File: src/rtl/fprf_pkg.sv
// Package: shared encodings for the dual-mode floating-point register bank.
// Assumes: write codes not listed here act as no-ops.
package fprf_pkg;

    // Write operation codes seen on wr_op
    typedef enum logic [2:0] {
        WOP_NONE    = 3'd0,
        WOP_RAW     = 3'd1,
        WOP_LO_KEEP = 3'd2,
        WOP_LO_CLR  = 3'd3,
        WOP_HI      = 3'd4,
        WOP_DBL     = 3'd5
    } wr_op_e;

    // Read views selected by rd_sel
    typedef enum logic [1:0] {
        RSEL_LO  = 2'd0,
        RSEL_HI  = 2'd1,
        RSEL_DBL = 2'd2,
        RSEL_RAW = 2'd3
    } rd_sel_e;

endpackage

File: src/rtl/fprf_wr_decode.sv
// Module: turns one write request into per-register half-word write enables and values.
// Assumes: NREG is even and at least 4; word writes take data from the low word of wr_data.
module fprf_wr_decode #(
    parameter int NREG = 32,
    parameter int WORD = 32,
    localparam int IDXW = $clog2(NREG),
    localparam int DW   = 2 * WORD
) (
    input  logic                 mode_flat,
    input  logic [2:0]           wr_op,
    input  logic [IDXW-1:0]      wr_idx,
    input  logic [DW-1:0]        wr_data,
    output logic [NREG-1:0]      lo_we,
    output logic [NREG-1:0]      hi_we,
    output logic [NREG-1:0][WORD-1:0] lo_val,
    output logic [NREG-1:0][WORD-1:0] hi_val,
    output logic                 wr_illegal
);
    import fprf_pkg::*;

    logic op_raw, op_lo_keep, op_lo_clr, op_hi, op_dbl;
    logic dbl_flat, dbl_pair;
    logic [WORD-1:0] d_lo, d_hi;

    // Classify the operation and the mode-dependent double path
    always_comb begin
        op_raw     = (wr_op == WOP_RAW);
        op_lo_keep = (wr_op == WOP_LO_KEEP);
        op_lo_clr  = (wr_op == WOP_LO_CLR);
        op_hi      = (wr_op == WOP_HI);
        op_dbl     = (wr_op == WOP_DBL);
        dbl_flat   = op_dbl && mode_flat;
        dbl_pair   = op_dbl && !mode_flat && !wr_idx[0];
        wr_illegal = op_dbl && !mode_flat && wr_idx[0];
        d_lo       = wr_data[WORD-1:0];
        d_hi       = wr_data[DW-1:WORD];
    end

    genvar i;
    generate
        for (i = 0; i < NREG; i++) begin : g_reg
            localparam bit IS_ODD = (i % 2) == 1;
            logic hit, pair_hit;
            // Per-register enables and values for both halves
            always_comb begin
                hit      = (wr_idx == IDXW'(i));
                pair_hit = dbl_pair && (wr_idx[IDXW-1:1] == (IDXW-1)'(i / 2));
                lo_we[i] = (hit && (op_raw || op_lo_keep || op_lo_clr || dbl_flat)) || pair_hit;
                hi_we[i] = hit && (op_raw || op_lo_clr || op_hi || dbl_flat);
                lo_val[i] = (pair_hit && IS_ODD) ? d_hi : d_lo;
                if (op_lo_clr)
                    hi_val[i] = '0;
                else if (op_hi)
                    hi_val[i] = d_lo;
                else
                    hi_val[i] = d_hi;
            end
        end
    endgenerate

endmodule

File: src/rtl/fprf_store.sv
// Module: the register storage, each 64-bit register kept as two independently written halves.
// Assumes: enables come from the write decoder; reset wins over any write.
module fprf_store #(
    parameter int NREG = 32,
    parameter int WORD = 32,
    localparam int DW = 2 * WORD
) (
    input  logic                      clk,
    input  logic                      rst_n,
    input  logic [NREG-1:0]           lo_we,
    input  logic [NREG-1:0]           hi_we,
    input  logic [NREG-1:0][WORD-1:0] lo_val,
    input  logic [NREG-1:0][WORD-1:0] hi_val,
    output logic [NREG-1:0][DW-1:0]   regs_q
);
    genvar i;
    generate
        for (i = 0; i < NREG; i++) begin : g_reg
            // Low half: synchronous clear, else load when enabled
            always_ff @(posedge clk) begin
                if (!rst_n)
                    regs_q[i][WORD-1:0] <= '0;
                else if (lo_we[i])
                    regs_q[i][WORD-1:0] <= lo_val[i];
            end
            // High half: synchronous clear, else load when enabled
            always_ff @(posedge clk) begin
                if (!rst_n)
                    regs_q[i][DW-1:WORD] <= '0;
                else if (hi_we[i])
                    regs_q[i][DW-1:WORD] <= hi_val[i];
            end
        end
    endgenerate

endmodule

File: src/rtl/fprf_rd_mux.sv
// Module: combinational read view selection, including the paired double assembly.
// Assumes: NREG is even, so the odd mate of an even index always exists.
module fprf_rd_mux #(
    parameter int NREG = 32,
    parameter int WORD = 32,
    localparam int IDXW = $clog2(NREG),
    localparam int DW   = 2 * WORD
) (
    input  logic                    mode_flat,
    input  logic [IDXW-1:0]         rd_idx,
    input  logic [1:0]              rd_sel,
    input  logic [NREG-1:0][DW-1:0] regs_q,
    output logic [DW-1:0]           rd_data,
    output logic                    rd_illegal
);
    import fprf_pkg::*;

    logic [DW-1:0] own, mate;

    // Pick the addressed register, its pair mate, and the requested view
    always_comb begin
        own        = regs_q[rd_idx];
        mate       = regs_q[rd_idx | IDXW'(1)];
        rd_illegal = 1'b0;
        case (rd_sel)
            RSEL_LO:  rd_data = {{WORD{1'b0}}, own[WORD-1:0]};
            RSEL_HI:  rd_data = {{WORD{1'b0}}, own[DW-1:WORD]};
            RSEL_DBL: begin
                if (mode_flat)
                    rd_data = own;
                else if (rd_idx[0]) begin
                    rd_data    = '0;
                    rd_illegal = 1'b1;
                end else
                    rd_data = {mate[WORD-1:0], own[WORD-1:0]};
            end
            default:  rd_data = own;
        endcase
    end

endmodule

File: src/rtl/fprf_bank.sv
// Module: dual-mode floating-point register bank top; one combinational read port and one write port.
// Assumes: mode_flat is held static between resets; writes land on the rising edge.
module fprf_bank #(
    parameter int NREG = 32,
    parameter int WORD = 32,
    localparam int IDXW = $clog2(NREG),
    localparam int DW   = 2 * WORD
) (
    input  logic            clk,
    input  logic            rst_n,
    input  logic            mode_flat,
    input  logic [2:0]      wr_op,
    input  logic [IDXW-1:0] wr_idx,
    input  logic [DW-1:0]   wr_data,
    output logic            wr_illegal,
    input  logic [IDXW-1:0] rd_idx,
    input  logic [1:0]      rd_sel,
    output logic [DW-1:0]   rd_data,
    output logic            rd_illegal
);
    logic [NREG-1:0]           lo_we, hi_we;
    logic [NREG-1:0][WORD-1:0] lo_val, hi_val;
    logic [NREG-1:0][DW-1:0]   regs_q;

    fprf_wr_decode #(.NREG(NREG), .WORD(WORD)) u_dec (
        .mode_flat  (mode_flat),
        .wr_op      (wr_op),
        .wr_idx     (wr_idx),
        .wr_data    (wr_data),
        .lo_we      (lo_we),
        .hi_we      (hi_we),
        .lo_val     (lo_val),
        .hi_val     (hi_val),
        .wr_illegal (wr_illegal)
    );

    fprf_store #(.NREG(NREG), .WORD(WORD)) u_store (
        .clk    (clk),
        .rst_n  (rst_n),
        .lo_we  (lo_we),
        .hi_we  (hi_we),
        .lo_val (lo_val),
        .hi_val (hi_val),
        .regs_q (regs_q)
    );

    fprf_rd_mux #(.NREG(NREG), .WORD(WORD)) u_rd (
        .mode_flat  (mode_flat),
        .rd_idx     (rd_idx),
        .rd_sel     (rd_sel),
        .regs_q     (regs_q),
        .rd_data    (rd_data),
        .rd_illegal (rd_illegal)
    );

endmodule

File: config.mk
export PLATFORM = sky130hd
export DESIGN_NAME = fprf_bank
export DESIGN_NICKNAME = d
export VERILOG_FILES = /design/src/rtl/fprf_pkg.sv /design/src/rtl/fprf_wr_decode.sv /design/src/rtl/fprf_store.sv /design/src/rtl/fprf_rd_mux.sv /design/src/rtl/fprf_bank.sv
export SDC_FILE = /design/constraint.sdc
export NUM_CORES = 2
export LEC_CHECK = 0
export BUFFER_PORTS_ARGS = -buffer_cell sky130_fd_sc_hd__buf_2
export CELL_PAD_IN_SITES_DETAIL_PLACEMENT = 0
export CELL_PAD_IN_SITES_GLOBAL_PLACEMENT = 1
export CORE_MARGIN = 2
export CORE_UTILIZATION = 50
export CTS_CLUSTER_DIAMETER = 80
export DETAILED_ROUTE_END_ITERATION = 6
export PLACE_DENSITY = 0.84
export SYNTH_ARGS = -nofsm -noshare
export SYNTH_HDL_FRONTEND = slang
export SYNTH_HIERARCHICAL = 1
export SYNTH_SLANG_ARGS = --single-unit
File: constraint.sdc
create_clock -name clk -period 3.9 [get_ports clk]
set_input_delay 0.585 -clock clk [delete_from_list [all_inputs] [get_ports clk]]
set_output_delay 0.585 -clock clk [all_outputs]
set_load 0.01 [all_outputs]
==> Yosys cells after proc, flatten, opt, wreduce, memory -nomap -nowiden <==
Cells that the tools add are included.
{ "totals": {"in_bits": 82, "register_bits": 2048, "out_inout_bits": 66, "wordCells": 274} }
{ "op_classes": {"mux": 28, "n_reduce_logical": 127, "order_cmp": 2, "n_eq_ne": 53} }
{ "ops": {"columns": ["cell", "count"], "rows": [
  ["$mux W32", 19],
  ["$bmux W64 S5", 1],
  ["$bmux W64 S4", 1],
  ["$mux W64", 3],
  ["$pmux W64 S3", 1],
  ["$logic_and A1 B1 Y1", 84],
  ["$eq A5 B5 Y1 const B", 16],
  ["$eq A5 B4 Y1 const B", 8],
  ["$logic_or A1 B1 Y1", 38],
  ["$eq A4 B4 Y1 const B", 8],
  ["$eq A5 B3 Y1 const B", 4],
  ["$eq A4 B3 Y1 const B", 4],
  ["$lt A5 B6 Y1 const B", 2],
  ["$eq A5 B2 Y1 const B", 2],
  ["$eq A4 B2 Y1 const B", 2],
  ["$eq A3 B2 Y1 const B", 2],
  ["$eq A3 B3 Y1 const B", 2],
  ["$eq A5 B1 Y1 const B", 1],
  ["$logic_not A5 Y1", 1],
  ["$eq A4 B1 Y1 const B", 1],
  ["$logic_not A4 Y1", 1],
  ["$eq A3 B1 Y1 const B", 1],
  ["$mux W1", 3],
  ["$eq A2 B1 Y1 const B", 1],
  ["other kinds (3)", 4]
]} }

==> Longest topological paths before layout <==
{ "depth": {"word_depth": 6, "ltp_mapped": 11} }

==> Modules after synthesis <==
The synthesis kept the hierarchy.
{ "modules_own_cells": {"columns": ["mod", "n_inst", "seq_area_each_um2", "area_per_inst_um2", "cells_per_inst"], "rows": [
  ["fprf_store", 1, 40999.3, 77366.7, 6628],
  ["fprf_wr_decode", 1, 0.0, 19003.2, 2402],
  ["fprf_rd_mux", 1, 0.0, 18031.0, 1674]
]} }

==> Worst setup path after synthesis <==
OpenSTA, ideal clock, no wires.
{ "synth_path": {"path_type": "in2reg", "start": "in wr_op[0]", "end": "reg u_store/regs_q[2037] (netlist name)", "n_path_buf": 2, "required_time_ns": 3.835, "stages": 7, "arrival_time_ns": 2.952, "setup_time_ns": 0.065, "slack_ns": 0.883, "path_cell_list": "nor3b_1 clkbuf_1 nand2_1 a21oi_1 buf_4 mux2i_1 nor2b_1"} }
{ "synth_rtl": {"columns": ["item", "line_no", "text"], "rows": [
  ["start: declaration", "fprf_bank.sv:12", "input logic [2:0] wr_op,"]
]} }

==> Worst setup path in the final report <==
{ "layout_path": {"start": "in rd_idx[0]", "end": "out rd_data[3]"} }
{ "layout_via": {"elab_chain_len": 5} }
{ "layout_lines": {"columns": ["item", "line_no", "text"], "rows": [
  ["start: declaration", "fprf_bank.sv:16", "input logic [IDXW-1:0] rd_idx,"],
  ["$bmux W64 S5", "fprf_rd_mux.sv:22", "own = regs_q[rd_idx];"],
  ["$mux W64 (implied by the code)", "fprf_rd_mux.sv:22", null],
  ["$mux W64", "fprf_rd_mux.sv:31", "else if (rd_idx[0]) begin"],
  ["$mux W64", "fprf_rd_mux.sv:29", "if (mode_flat)"],
  ["$pmux W64 S3 *", "fprf_rd_mux.sv:25", "case (rd_sel)"],
  ["end: declaration", "fprf_bank.sv:18", "output logic [DW-1:0] rd_data,"]
]} }
Every way passes the cells marked *; elsewhere a longest branch is shown, timed or not. The select of a mux whose other input is x is not followed.

==> reports/metrics.csv <==
stage;metric;value;unit
power_and_ir_drop;finalPower;45900;uW
global_route;grt_overflow_total;0;
worst_setup_path;critical-path-slowest-cell;nor2b_1;
power_and_ir_drop;ir_drop;0.000489;V
worst_setup_path;worstSetupPathType;input port to primary output;
sta;fin_crit_sh;1.01;
clock_network;clockBufferDepth;3;
sta;setup_ws;-0.0328;ns
logic_synthesis;yosys.cell_types.count;62;
clock_network;cts_tree;done;
worst_hold_path;holdPathStages;3;
die;die_area;233000;um^2
outcome;status;complete, but fails checks;
die;rows;175;
clock_network;ctsHoldBuffers;0;
global_route;grt_max_degree;198;
drt;drtPass1Iterations;6;
logic_synthesis;ys_seq_area_frac;0.358;
placed_design;dp_cells;11900;
worst_setup_path;startpoint_type;input port;
clock_network;cts.sinks;2048;
worst_setup_path;crit_path_end_kind;primary output;
worst_setup_path;reg2reg_from;u_store/regs_q[989]$_SDFFE_PN0P_;
drt;drc;0;
sta;period_minus_slack;3.93;ns
layout;top_regs;u_store/regs_q (2048);
sta;hold_slack;0.192;ns
worst_setup_path;rr_worst_depth;2;
layout;syn2layout_area_growth;1.09;%
logic_synthesis;synth-async-reset-ratio;0;
drt;first_iter_violations;7455;
placed_design;port_buffers;147;
global_route;grt_usage;0.289;
drt;via_per_inst;5.93;
clock_network;cts_made_buffers;210;
sta;fin_setup_tns;-0.0328;ns
layout;largest_reg_flops;2048;
worst_hold_path;hold_end;u_store/regs_q[512]$_SDFFE_PN0P_;
worst_setup_path;critPathMaxStageDelay;0.65;ns
worst_setup_path;crit_chain;buf_8 > nor2b_1 > buf_4 > a22oi_1 > and3_1 > a2111oi_4 > buf_4 > o221ai_1 > buf_2;
global_route;grt_pass1_vias;72000;
sta;worst-slew-pin-transition;1.00;ns
die;ioPinCount;148;
drt;dr_total_vias;73200;
logic_synthesis;synthTopCellsByArea;dfxtp_1 (36%), mux2i_1 (20%), nor2b_1 (11%);
die;design.core.area;227000;um^2
logic_synthesis;synth_edf_count;0;
sta;drv_slew;0;
logic_synthesis;ys_ff_latch;2048;
layout;nFillCells;19700;
logic_synthesis;synth_area_leader_cell;dfxtp_1;
worst_setup_path;r2r_slack;3.21;ns
logic_synthesis;synthCells;10700;
clock_network;htreeDepth;4;
sta;setup_viol;1;
worst_setup_path;crit_family;buffers and inverters;
worst_setup_path;cp_num_buf_inv;4;
clock_network;clk_pin_slew;0.06;ns
layout;final_cell_count_no_fill;12300;
sta;fmax;254;MHz
worst_setup_path;crit_start;rd_idx[0];
worst_hold_path;hold_class;input port to register;
power_and_ir_drop;p_per_area;397;nW/um^2
worst_setup_path;worst_path_most_repeated_cell;buf_4;
logic_synthesis;syn_nets;10800;
worst_setup_path;r2r-end;u_store/regs_q[989]$_SDFFE_PN0P_;
logic_synthesis;synthesis.area;114000;um^2
sta;clock_skew;0;ns
placed_design;dp_hpwl;210000;um
die;start_util;0.503;
placed_design;gp_routability_congestion;0.909;
worst_setup_path;crit_required;3.31;ns
sta;slew_headroom;0.334;
worst_hold_path;min-delay-start;wr_data[0];
global_route;grt_pass1_wl;499000;um
worst_setup_path;path_max_fanout;14;
global_route;antenna_found_initial;47;
logic_synthesis;yosysWarnings;6;
sta;hold_viol;0;
drt;ant_nets;0;
die;die_height;482;um
die;fp.dieW;482;um
worst_setup_path;arrival;3.35;ns
layout;nets;9223;
layout;largest-register;u_store/regs_q;
logic_synthesis;netlist.area_leader.share;0.358;
logic_synthesis;postSynthAreaPerCell;10.7;um^2
clock_network;clockRootBuffer;clkbuf_16;
drt;drt_wl_total;346000;um
drt;wire_per_inst;28.1;um
layout;drive_above_1_share;0.214;
power_and_ir_drop;p_leak;0.0364;uW
logic_synthesis;synth_ff_type;dfxtp_1;
outcome;violations;negative setup slack;
flow_run;cap_violations;0;
clock_network;clock_latency;0.88;ns
==> stage by stage <==
stage	cell area (um^2)	utilization	setup slack, ns
after floorplan	114000	-	0.883
after global placement	108000	0.476	-0.986
after detailed placement	108000	0.476	-0.386
after CTS	116000	0.508	0.0117
after global routing	116000	0.508	-0.00419
final	116000	0.508	-0.0328
==> area by class of cell <==
type	count	area, um^2	area share
Timing Repair Buffer	574	5780	0.0500
Tap cell	3009	3760	0.0326
Sequential cell	2048	41000	0.355
Clock inverter	79	875	0.00756
Clock buffer	308	6230	0.0539
Antenna cell	24	60.1	0.000519
Inverter	6	28.8	0.000249
Multi-Input combinational cell	6301	57900	0.501
==> worst register-to-register path, cell delays in order, from the launching register on <==
cell and delay (ns):
dfxtp_1 0.32, mux2i_1 0.19, nor2b_1 0.07
==> cell usage after synthesis (17+ instances only) <==
cell type and number:
buf_6 124, buf_2 478, a22oi_1 27, mux4_2 432, mux2_1 65, o221ai_1 31
o22ai_1 55, clkbuf_1 171, buf_4 1556, a211oi_1 17, nor2_1 72, nor2b_1 2071
o211ai_1 28, mux2i_1 2267, nand2_1 371, nor3_1 45, mux2_4 30, a21oi_1 142
dfxtp_1 2048, mux2_2 457
==> cells in the final DEF (no fill, tap or decap), drive strengths merged, types with 16 or more instances in the layout <==
master / n
nor2: 74
nand3: 16
clkinv: 52
a21oi: 142
mux2: 552
and2: 16
diode: 24
o221ai: 31
clkbuf: 309
nand2: 371
mux2i: 2267
o22ai: 55
mux4: 444
a22oi: 27
nor3: 49
buf: 573
a211oi: 18
o211ai: 28
nor2b: 2071
dfxtp: 2048
o21ai: 16
==> logic make-up after synthesis <==
| logic type | count (synthesis) | share of synthesized area |
|---|---|---|
| flops | 2048 | 0.358 |
| mux | 3263 | 0.341 |
| simple gates | 2659 | 0.136 |
| buf+inv | 2355 | 0.142 |
| compound gates | 379 | 0.0221 |
==> routing by layer <==
| metal | global-route usage | vias to the layer above | share of wire |
|---|---|---|---|
| met4 | 0.132 | 16 | 0.049 |
| met5 | 0 | - | 0.00033 |
| li1 | - | 32200 | - |
| met1 | 0.386 | 37000 | 0.42 |
| met3 | 0.0644 | 828 | 0.089 |
| met2 | 0.445 | 3229 | 0.44 |
==> power by group <==
| group | internal (uW) | leakage (uW) | total, uW | switching (uW) |
|---|---|---|---|---|
| Clock | 11800 | 0.00352 | 20800 | 8960 |
| Combinational | 1550 | 0.0164 | 4020 | 2470 |
| Sequential | 21100 | 0.0165 | 21100 | 76.5 |
==> worst max-delay path by stage <==
stage,endpoint,slack (ns),depth (start not counted)
after floorplan,u_store/regs_q[2037]$_SDFFE_PN0P_,0.88,7
after global placement,rd_data[27],-0.99,10
after detailed placement,rd_data[23],-0.39,9
after CTS,rd_data[29],0.01,7
after global routing,rd_data[3],-0.004,11
final,rd_data[3],-0.03,9
==> timing repair <==
| action | in CTS | in global routing |
|---|---|---|
| resized for setup | 10 | 6 |
| endpoints found under the setup margin | 6 | 8 |
| endpoints found under the hold margin | 0 | 0 |
| pin swaps | 2 | 1 |
| setup buffers | 0 | 0 |
Note: power is estimated with default switching activity, not from simulation.
